### config.mk
export PLATFORM = sky130hd
export DESIGN_NAME = pccard_strobe_gen
export DESIGN_NICKNAME = d
export VERILOG_FILES = /design/src/rtl/pcs_pkg.sv /design/src/rtl/pcs_lane_swap.sv /design/src/rtl/pcs_addr_unit.sv /design/src/rtl/pcs_phase_seq.sv /design/src/rtl/pccard_strobe_gen.sv
export SDC_FILE = /design/constraint.sdc
export NUM_CORES = 1
export LEC_CHECK = 0
export BUFFER_PORTS_ARGS = -buffer_cell sky130_fd_sc_hd__buf_2
export CAP_MARGIN = 20
export CELL_PAD_IN_SITES_DETAIL_PLACEMENT = 1
export CELL_PAD_IN_SITES_GLOBAL_PLACEMENT = 2
export CORE_AREA = 2 2 87 173
export DETAILED_ROUTE_END_ITERATION = 10
export DIE_AREA = 0 0 89 175
export PLACE_DENSITY = 0.86
export SLEW_MARGIN = 25
export SYNTH_ARGS = -nofsm -noshare
export SYNTH_HDL_FRONTEND = slang
export SYNTH_SLANG_ARGS = --single-unit
### constraint.sdc
create_clock -name clk -period 2.2 [get_ports clk]
set_clock_uncertainty 0.05 [all_clocks]
set_input_delay 0 -clock clk [delete_from_list [all_inputs] [get_ports clk]]
set_output_delay 0 -clock clk [all_outputs]
set_load 0.005 [all_outputs]
### src/rtl/pcs_pkg.sv
package pcs_pkg;
  localparam int CTRL_W      = 16;
  localparam int TFIELD_W    = 3;
  localparam int UPPER_W     = 2;
  // Control word bit positions (decoded by the sequencer and address path)
  localparam int ATTR_LSB    = 0;
  localparam int IO_LSB      = 2;
  localparam int SETUP_LSB   = 4;
  localparam int WIDTH_LSB   = 7;
  localparam int HOLD_BIT    = 10;
  localparam int HOST_LE_BIT = 11;
  localparam int CARD_BE_BIT = 12;
  localparam int RDAHEAD_BIT = 13;
  localparam int NOINC_BIT   = 14;
  localparam int PWRDN_BIT   = 15;

  typedef enum logic [2:0] {
    PH_IDLE, PH_SETUP, PH_STROBE, PH_HOLD, PH_DONE
  } phase_t;

  localparam logic [1:0] SP_ATTR = 2'b01;
  localparam logic [1:0] SP_IO   = 2'b10;

  // Counter reload values: a phase lasts (load + 1) clocks
  function automatic logic [TFIELD_W:0] setup_load(input logic [TFIELD_W-1:0] n);
    return {1'b0, n};
  endfunction

  function automatic logic [TFIELD_W:0] strobe_load(input logic [TFIELD_W-1:0] n);
    return {1'b0, n} + 1'b1;
  endfunction

  function automatic logic [TFIELD_W:0] hold_load(input logic long_hold);
    return long_hold ? 1 : 0;
  endfunction

  function automatic logic [UPPER_W-1:0] upper_bits(input logic [1:0] space,
                                                    input logic [UPPER_W-1:0] attr_hi,
                                                    input logic [UPPER_W-1:0] io_hi);
    case (space)
      SP_ATTR: return attr_hi;
      SP_IO:   return io_hi;
      default: return '0;
    endcase
  endfunction
endpackage

### src/rtl/pcs_lane_swap.sv
module pcs_lane_swap #(
  parameter int DW = 16
) (
  input  logic [DW-1:0] din,
  input  logic          en,
  output logic [DW-1:0] dout
);
  localparam int NB = DW / 8;

  for (genvar b = 0; b < NB; b++) begin : g_lane
    assign dout[b*8 +: 8] = en ? din[(NB-1-b)*8 +: 8] : din[b*8 +: 8];
  end
endmodule

### src/rtl/pcs_addr_unit.sv
module pcs_addr_unit #(
  parameter int AW = 24,
  parameter int UW = 2
) (
  input  logic          clk,
  input  logic          rst_n,
  input  logic          start,
  input  logic          reuse,
  input  logic [AW-1:0] req_addr,
  input  logic [UW-1:0] upper_in,
  input  logic          no_inc,
  input  logic          done,
  output logic [UW+AW-1:0] card_addr
);
  localparam logic [AW-1:0] STEP = AW'(2);

  logic [AW-1:0] ptr_q;
  logic [UW-1:0] upper_q;
  logic          no_inc_q;
  logic          step_evt;

  assign step_evt = done && !no_inc_q;

  always_ff @(posedge clk or negedge rst_n) begin
    if (!rst_n) begin
      ptr_q    <= '0;
      upper_q  <= '0;
      no_inc_q <= 1'b0;
    end else if (start) begin
      if (!reuse) ptr_q <= req_addr;
      upper_q  <= upper_in;
      no_inc_q <= no_inc;
    end else if (step_evt) begin
      ptr_q <= ptr_q + STEP;
    end
  end

  assign card_addr = {upper_q, ptr_q};

  // held address advances by two after a completed access
  a_r9_step: assert property (@(posedge clk) disable iff (!rst_n)
    step_evt |=> ptr_q == $past(ptr_q) + STEP);
  // with stepping disabled the address holds across completion
  a_r9_hold: assert property (@(posedge clk) disable iff (!rst_n)
    (done && no_inc_q) |=> $stable(ptr_q));
endmodule

### src/rtl/pcs_phase_seq.sv
module pcs_phase_seq
  import pcs_pkg::*;
#(
  parameter int TW = 3
) (
  input  logic          clk,
  input  logic          rst_n,
  input  logic          start,
  input  logic          pwrdn,
  input  logic          is_write,
  input  logic [TW-1:0] setup_n,
  input  logic [TW-1:0] width_n,
  input  logic          long_hold,
  output phase_t        phase,
  output logic          ce_n,
  output logic          oe_n,
  output logic          we_n,
  output logic          cap_evt,
  output logic          done
);
  localparam int CW = TW + 1;

  phase_t        phase_q;
  logic [CW-1:0] cnt_q;
  logic [TW-1:0] width_q;
  logic          hold_q;
  logic          wr_q;
  logic          cnt_zero;

  assign cnt_zero = (cnt_q == '0);

  always_ff @(posedge clk or negedge rst_n) begin
    if (!rst_n) begin
      phase_q <= PH_IDLE;
      cnt_q   <= '0;
      width_q <= '0;
      hold_q  <= 1'b0;
      wr_q    <= 1'b0;
    end else if (pwrdn) begin
      phase_q <= PH_IDLE;
      cnt_q   <= '0;
    end else begin
      case (phase_q)
        PH_IDLE: if (start) begin
          phase_q <= PH_SETUP;
          cnt_q   <= setup_load(setup_n);
          width_q <= width_n;
          hold_q  <= long_hold;
          wr_q    <= is_write;
        end
        PH_SETUP: if (cnt_zero) begin
          phase_q <= PH_STROBE;
          cnt_q   <= strobe_load(width_q);
        end else cnt_q <= cnt_q - 1'b1;
        PH_STROBE: if (cnt_zero) begin
          phase_q <= PH_HOLD;
          cnt_q   <= hold_load(hold_q);
        end else cnt_q <= cnt_q - 1'b1;
        PH_HOLD: if (cnt_zero) phase_q <= PH_DONE;
                 else cnt_q <= cnt_q - 1'b1;
        default: phase_q <= PH_IDLE;
      endcase
    end
  end

  assign phase   = phase_q;
  assign ce_n    = !(phase_q == PH_SETUP || phase_q == PH_STROBE || phase_q == PH_HOLD);
  assign oe_n    = !(phase_q == PH_STROBE && !wr_q);
  assign we_n    = !(phase_q == PH_STROBE && wr_q);
  assign cap_evt = (phase_q == PH_STROBE) && cnt_zero && !wr_q;
  assign done    = (phase_q == PH_DONE);

  // never both strobes at once
  a_r3_single_strobe: assert property (@(posedge clk) disable iff (!rst_n)
    !(!oe_n && !we_n));
  // a strobe only inside a chip-enable window
  a_r3_strobe_in_ce: assert property (@(posedge clk) disable iff (!rst_n)
    (!oe_n || !we_n) |-> !ce_n);
  // chip enable outlives the strobe by at least one clock
  a_r4_hold_after_strobe: assert property (@(posedge clk) disable iff (!rst_n)
    (!pwrdn && !$past(pwrdn) && $past(phase_q) == PH_STROBE && phase_q != PH_STROBE) |-> !ce_n);
  // completion is a single-clock pulse with chip enable released
  a_r5_done_pulse: assert property (@(posedge clk) disable iff (!rst_n)
    done |=> !done);
  a_r5_done_ce_high: assert property (@(posedge clk) disable iff (!rst_n)
    done |-> ce_n);
  // power-down forces all strobes inactive on the next clock
  a_r10_pd_quiet: assert property (@(posedge clk) disable iff (!rst_n)
    pwrdn |=> (ce_n && oe_n && we_n));
endmodule

### src/rtl/pccard_strobe_gen.sv
module pccard_strobe_gen
  import pcs_pkg::*;
#(
  parameter int AW = 24,
  parameter int DW = 16
) (
  input  logic              clk,
  input  logic              rst_n,
  input  logic [CTRL_W-1:0] ctrl_word,
  input  logic              req,
  input  logic              req_write,
  input  logic [1:0]        req_space,
  input  logic              req_reuse,
  input  logic [AW-1:0]     req_addr,
  input  logic [DW-1:0]     req_wdata,
  input  logic [DW-1:0]     card_rdata,
  output logic [UPPER_W+AW-1:0] card_addr,
  output logic [DW-1:0]     card_wdata,
  output logic              ce_n,
  output logic              oe_n,
  output logic              we_n,
  output logic [DW-1:0]     rdata,
  output logic              done,
  output logic              busy,
  output logic              refused
);
  logic                ctrl_unused;
  logic                pwrdn;
  logic                swap_sel;
  logic                accept;
  logic                cap_evt;
  logic                swap_q;
  logic                refused_q;
  logic [UPPER_W-1:0]  upper_sel;
  logic [DW-1:0]       wdata_sw;
  logic [DW-1:0]       rdata_sw;
  logic [DW-1:0]       wdata_q;
  logic [DW-1:0]       rdata_q;
  phase_t              phase;

  assign ctrl_unused = ctrl_word[RDAHEAD_BIT];
  assign pwrdn    = ctrl_word[PWRDN_BIT];
  assign swap_sel = ctrl_word[HOST_LE_BIT] ^ ctrl_word[CARD_BE_BIT];
  assign accept   = (phase == PH_IDLE) && req && !pwrdn;
  assign upper_sel = upper_bits(req_space,
                                ctrl_word[ATTR_LSB +: UPPER_W],
                                ctrl_word[IO_LSB +: UPPER_W]);

  pcs_phase_seq #(.TW(TFIELD_W)) u_seq (
    .clk       (clk),
    .rst_n     (rst_n),
    .start     (accept),
    .pwrdn     (pwrdn),
    .is_write  (req_write),
    .setup_n   (ctrl_word[SETUP_LSB +: TFIELD_W]),
    .width_n   (ctrl_word[WIDTH_LSB +: TFIELD_W]),
    .long_hold (ctrl_word[HOLD_BIT]),
    .phase     (phase),
    .ce_n      (ce_n),
    .oe_n      (oe_n),
    .we_n      (we_n),
    .cap_evt   (cap_evt),
    .done      (done)
  );

  pcs_addr_unit #(.AW(AW), .UW(UPPER_W)) u_addr (
    .clk       (clk),
    .rst_n     (rst_n),
    .start     (accept),
    .reuse     (req_reuse),
    .req_addr  (req_addr),
    .upper_in  (upper_sel),
    .no_inc    (ctrl_word[NOINC_BIT]),
    .done      (done),
    .card_addr (card_addr)
  );

  pcs_lane_swap #(.DW(DW)) u_wswap (.din(req_wdata),  .en(swap_sel), .dout(wdata_sw));
  pcs_lane_swap #(.DW(DW)) u_rswap (.din(card_rdata), .en(swap_q),   .dout(rdata_sw));

  always_ff @(posedge clk or negedge rst_n) begin
    if (!rst_n) begin
      swap_q    <= 1'b0;
      wdata_q   <= '0;
      rdata_q   <= '0;
      refused_q <= 1'b0;
    end else begin
      refused_q <= (phase == PH_IDLE) && req && pwrdn;
      if (accept) begin
        swap_q  <= swap_sel;
        wdata_q <= wdata_sw;
      end
      if (cap_evt) rdata_q <= rdata_sw;
    end
  end

  assign card_wdata = wdata_q;
  assign rdata      = rdata_q;
  assign busy       = (phase != PH_IDLE);
  assign refused    = refused_q;

  // a refused request never starts an access
  a_r10_refuse_idle: assert property (@(posedge clk) disable iff (!rst_n)
    refused |-> !busy);
  // busy covers every active strobe window
  a_r11_busy_cover: assert property (@(posedge clk) disable iff (!rst_n)
    (!ce_n || done) |-> busy);
endmodule

==> key figures <==
Power and ir drop
  – Final Total Pwr: 0.00691 W
  – P per Cell Area: 1140 nW/µm²
  – Leak: 2.78 nW
  – Peak supply drop: 0.000470 V

Clock network
  – Clk pin slew, worst setup/hold paths: 60 ps
  – Clock Path Buffers: 2
  – Later-pin clock latency in the skew report: 340 ps
  – Post_cts resized: 0
  – Hold-fix buffers, CTS: 79
  – CTS tree: yes
  – CTS Root Buffer Type: clkbuf_16
  – Setup Fix Bufs, Post-CTS: 0
  – Num CTS Buffers: 9
  – Clock sink count: 73
  – H-tree level count: 3

Placement
  – HPWL Detailed: 10.4 mm
  – IO buf count: 141
  – Routability Congestion: 0.833

STA
  – Setup TNS: 0 ps
  – RSZ-0062 raised after global routing: no
  – Final Critical Period: 2020 ps
  – Max-slew violation count: 0
  – Max Fclk: 496 MHz
  – Worst-Margin Slew: 472 ps
  – Period utilization: 0.917
  – Final setup vio count: 0
  – Headroom to the max-slew limit: 0.677
  – Final count of hold timing violations: 0

Floorplan
  – # rows: 62
  – Die area: 15,600 µm²
  – Starting density of the core: 0.276
  – Core Region: 14,300 µm²
  – Die width: 89 µm
  – IO Pins: 143
  – Die H: 175 µm

Synth
  – Avg Inst Size Synth: 8.89 µm²
  – Synth area leader: dfrtp_1
  – Post-synthesis compound-gate area fraction: 0.185
  – Post-Synth Simple-Gate Area: 0.197
  – Syn Inst Count: 444
  – Count leader, synth: dfrtp_1
  – Share of synthesized cell area in full adder, half adder and majority cells: 0.0190
  – Top cells by count, synth: dfrtp_1, nand2_1, nor2_1
  – Multiplexer share of the synthesized area: 0.0840
  – Ys flop type: dfrtp_1
  – Xor and xnor area share after synthesis: 0.00666
  – Largest family of logic cells by synthesized area: simple AND/OR/NAND/NOR gates
  – FFs w/ async S/R, synth: 1.00
  – Distinct cells, synth: 51
  – #FFs+latches synth: 73
  – Top cells by area, synth: dfrtp_1, mux2i_1, nand2_1
  – Synth Net Count: 529
  – Seq/Total Area, Yosys: 0.463
  – Top-area cell type share of the netlist area: 0.463
  – Post-synthesis cell area: 3950 µm²
  – EDFF count, synth: 0
  – Synth warn: 0

Cells and area
  – Layout cells sized above 1: 0.275
  – Ant. Diodes: 0
  – Multi-input gate area: 1950 µm²
  – Number of fill cells: 1,770
  – Post-Route Utilization: 0.426
  – Final nets: 752
  – Reg area: 1830 µm²
  – Area grow syn2layout: 53.9%

Worst setup path
  – Critical-path maximum fanout: 6
  – Critical-path cell list: inv_1 > ha_1 > nor3b_1 > buf_4 > nand3_1 > a21oi_1 > o21ai_0 > o21ai_0
  – Data required, critical path: 2410 ps
  – Worst path top cell family by delay: compound AO/OA/AOI/OAI gates
  – Max incr delay on CP: 420 ps
  – Slowest-stage cell, CP: dfrtp_1
  – Arr. time, crit path: 2230 ps
  – Setup CP Type: flip-flop to flip-flop
  – Most frequent CP cell: o21ai_0
  – Worst setup startpoint: u_seq.cnt_q[0]$_DFFE_PN0P_
  – Crit end category: flip-flop
  – CP startpoint kind: flip-flop
  – CP Buf/Inv Count: 2
  – Worst R2R Start: u_seq.cnt_q[0]$_DFFE_PN0P_

GRT
  – Vias in the first global route: 4,920
  – Grt ovf: 0
  – Total Routing Usage GR: 0.197
  – Largest net degree at the start of global routing: 43
  – First-pass GRT wire length: 23.8 mm
  – Antenna violations before repair: 0

Status
  – Run status: finished, final reports clean

Route
  – Post-route ant nets: 0
  – Number of remaining DRC errors: 0
  – Avg Vias per Cell: 4.98
  – Wire per inst: 17.0 µm
  – 1st-iter DRT viols: 98
  – Total wire length: 14.7 mm
  – DRT Pass-1 Iters: 4
  – Total number of vias: 4,306

Worst hold path
  – Hold_sp: req_addr[1]
  – Worst Hold Class: primary input to flip-flop

Flow run
  – Max cap viols: 0
==> cell usage in the layout (no fill, tap or decap), types with 2 or more instances in the layout <==
cell,n
a21oi_1,40
a22oi_1,4
a2bb2oi_1,3
a311oi_1,7
a31oi_1,4
and3_1,4
and4_1,4
buf_12,2
buf_2,140
buf_4,20
bufinv_16,2
clkbuf_16,9
clkbuf_8,2
clkinvlp_4,2
dfrtp_1,73
dlygate4sd3_1,79
ha_1,6
inv_1,11
mux2i_1,32
nand2_1,66
nand3_1,15
nand4_1,9
nor2_1,42
nor3_1,9
nor3b_1,4
nor4_1,2
o211ai_1,2
o21ai_0,34
o21ai_1,2
o22a_1,2
o22ai_1,6
o31ai_1,2
o32ai_1,2
or2_2,3
or3_1,4
xor2_1,2
==> flip-flops by register name (all words and copies together), names as in the netlist, 2 cells and up <==
signal / cells
u_seq.phase: 3
u_addr.upper_q: 2
u_seq.width_q: 3
rdata: 16
card_wdata: 16
u_addr.ptr_q: 24
u_seq.cnt_q: 4
==> worst register-to-register path: stages (launching register included) <==
cell and delay [ps]:
dfrtp_1 420, inv_1 120, ha_1 240, nor3b_1 210
buf_4 170, nand3_1 150, a21oi_1 350, o21ai_0 150
o21ai_0 90
==> per-stage QoR <==
stage	std cells	area [µm²]	hold slack, ps	worst slack [ps]
floorplan	444	3950	-346	310
global placement	769	4950	-69.2	230
detailed placement	769	4950	-63.8	197
CTS	864	6070	1.67	174
global route	864	6070	3.48	7.71
finish	864	6070	11.9	182
==> final cells by class <==
class	instances	share of cell area
clock buffer	12	0.0422
clock inverter	4	0.0124
inverter	11	0.00680
multi-input combinational	331	0.322
sequential	73	0.301
tap	192	0.0395
timing repair buffer	241	0.277
==> kinds of logic (layout without fill, tap and decap cells) <==
| kind of cell | count (synthesis) | count (layout) |
|---|---|---|
| xor gates and xnor gates | 3 | 3 |
| adders and majority gates | 6 | 6 |
| buffers and inverters | 40 | 268 |
| DFF | 73 | 73 |
| and+or+nand+nor | 169 | 169 |
| AOI/OAI and AO/OA | 120 | 120 |
| muxes | 33 | 33 |
==> where the power goes <==
part           leakage (nW)  total (W)  switching, W  internal [W]
clock                 0.155    0.00163      0.000579       0.00106
combinational          1.77    0.00281       0.00149       0.00132
sequential            0.854    0.00247      0.000538       0.00193
total                  2.78    0.00691       0.00261       0.00430
==> metal layers <==
layer / vias up / part of all wire / track usage / routed length (µm)
li1: 2044 / - / - / -
met1: 2114 / 0.36 / 0.202 / 5260
met2: 111 / 0.57 / 0.371 / 8420
met3: 37 / 0.029 / 0.0288 / 433
met4: 0 / 0.040 / 0.0945 / 581
met5: - / 0 / 0 / 0
==> path summary, 6_finish.rpt <==
check	endpoint	slack, ps	cells past startpoint
setup / recovery	u_seq.cnt_q[3]$_DFFE_PN0P_	180	8
hold / removal	u_addr.ptr_q[1]$_DFFE_PN0P_	10	3
setup reg to reg	u_seq.cnt_q[3]$_DFFE_PN0P_	180	8
hold reg to reg	card_wdata[14]$_DFFE_PN0P_	430	2
max in group asynchronous	u_seq.cnt_q[2]$_DFFE_PN0P_	1370	3
min in group asynchronous	u_addr.upper_q[0]$_DFFE_PN0P_	100	2
(Power assumes the default switching activity.)
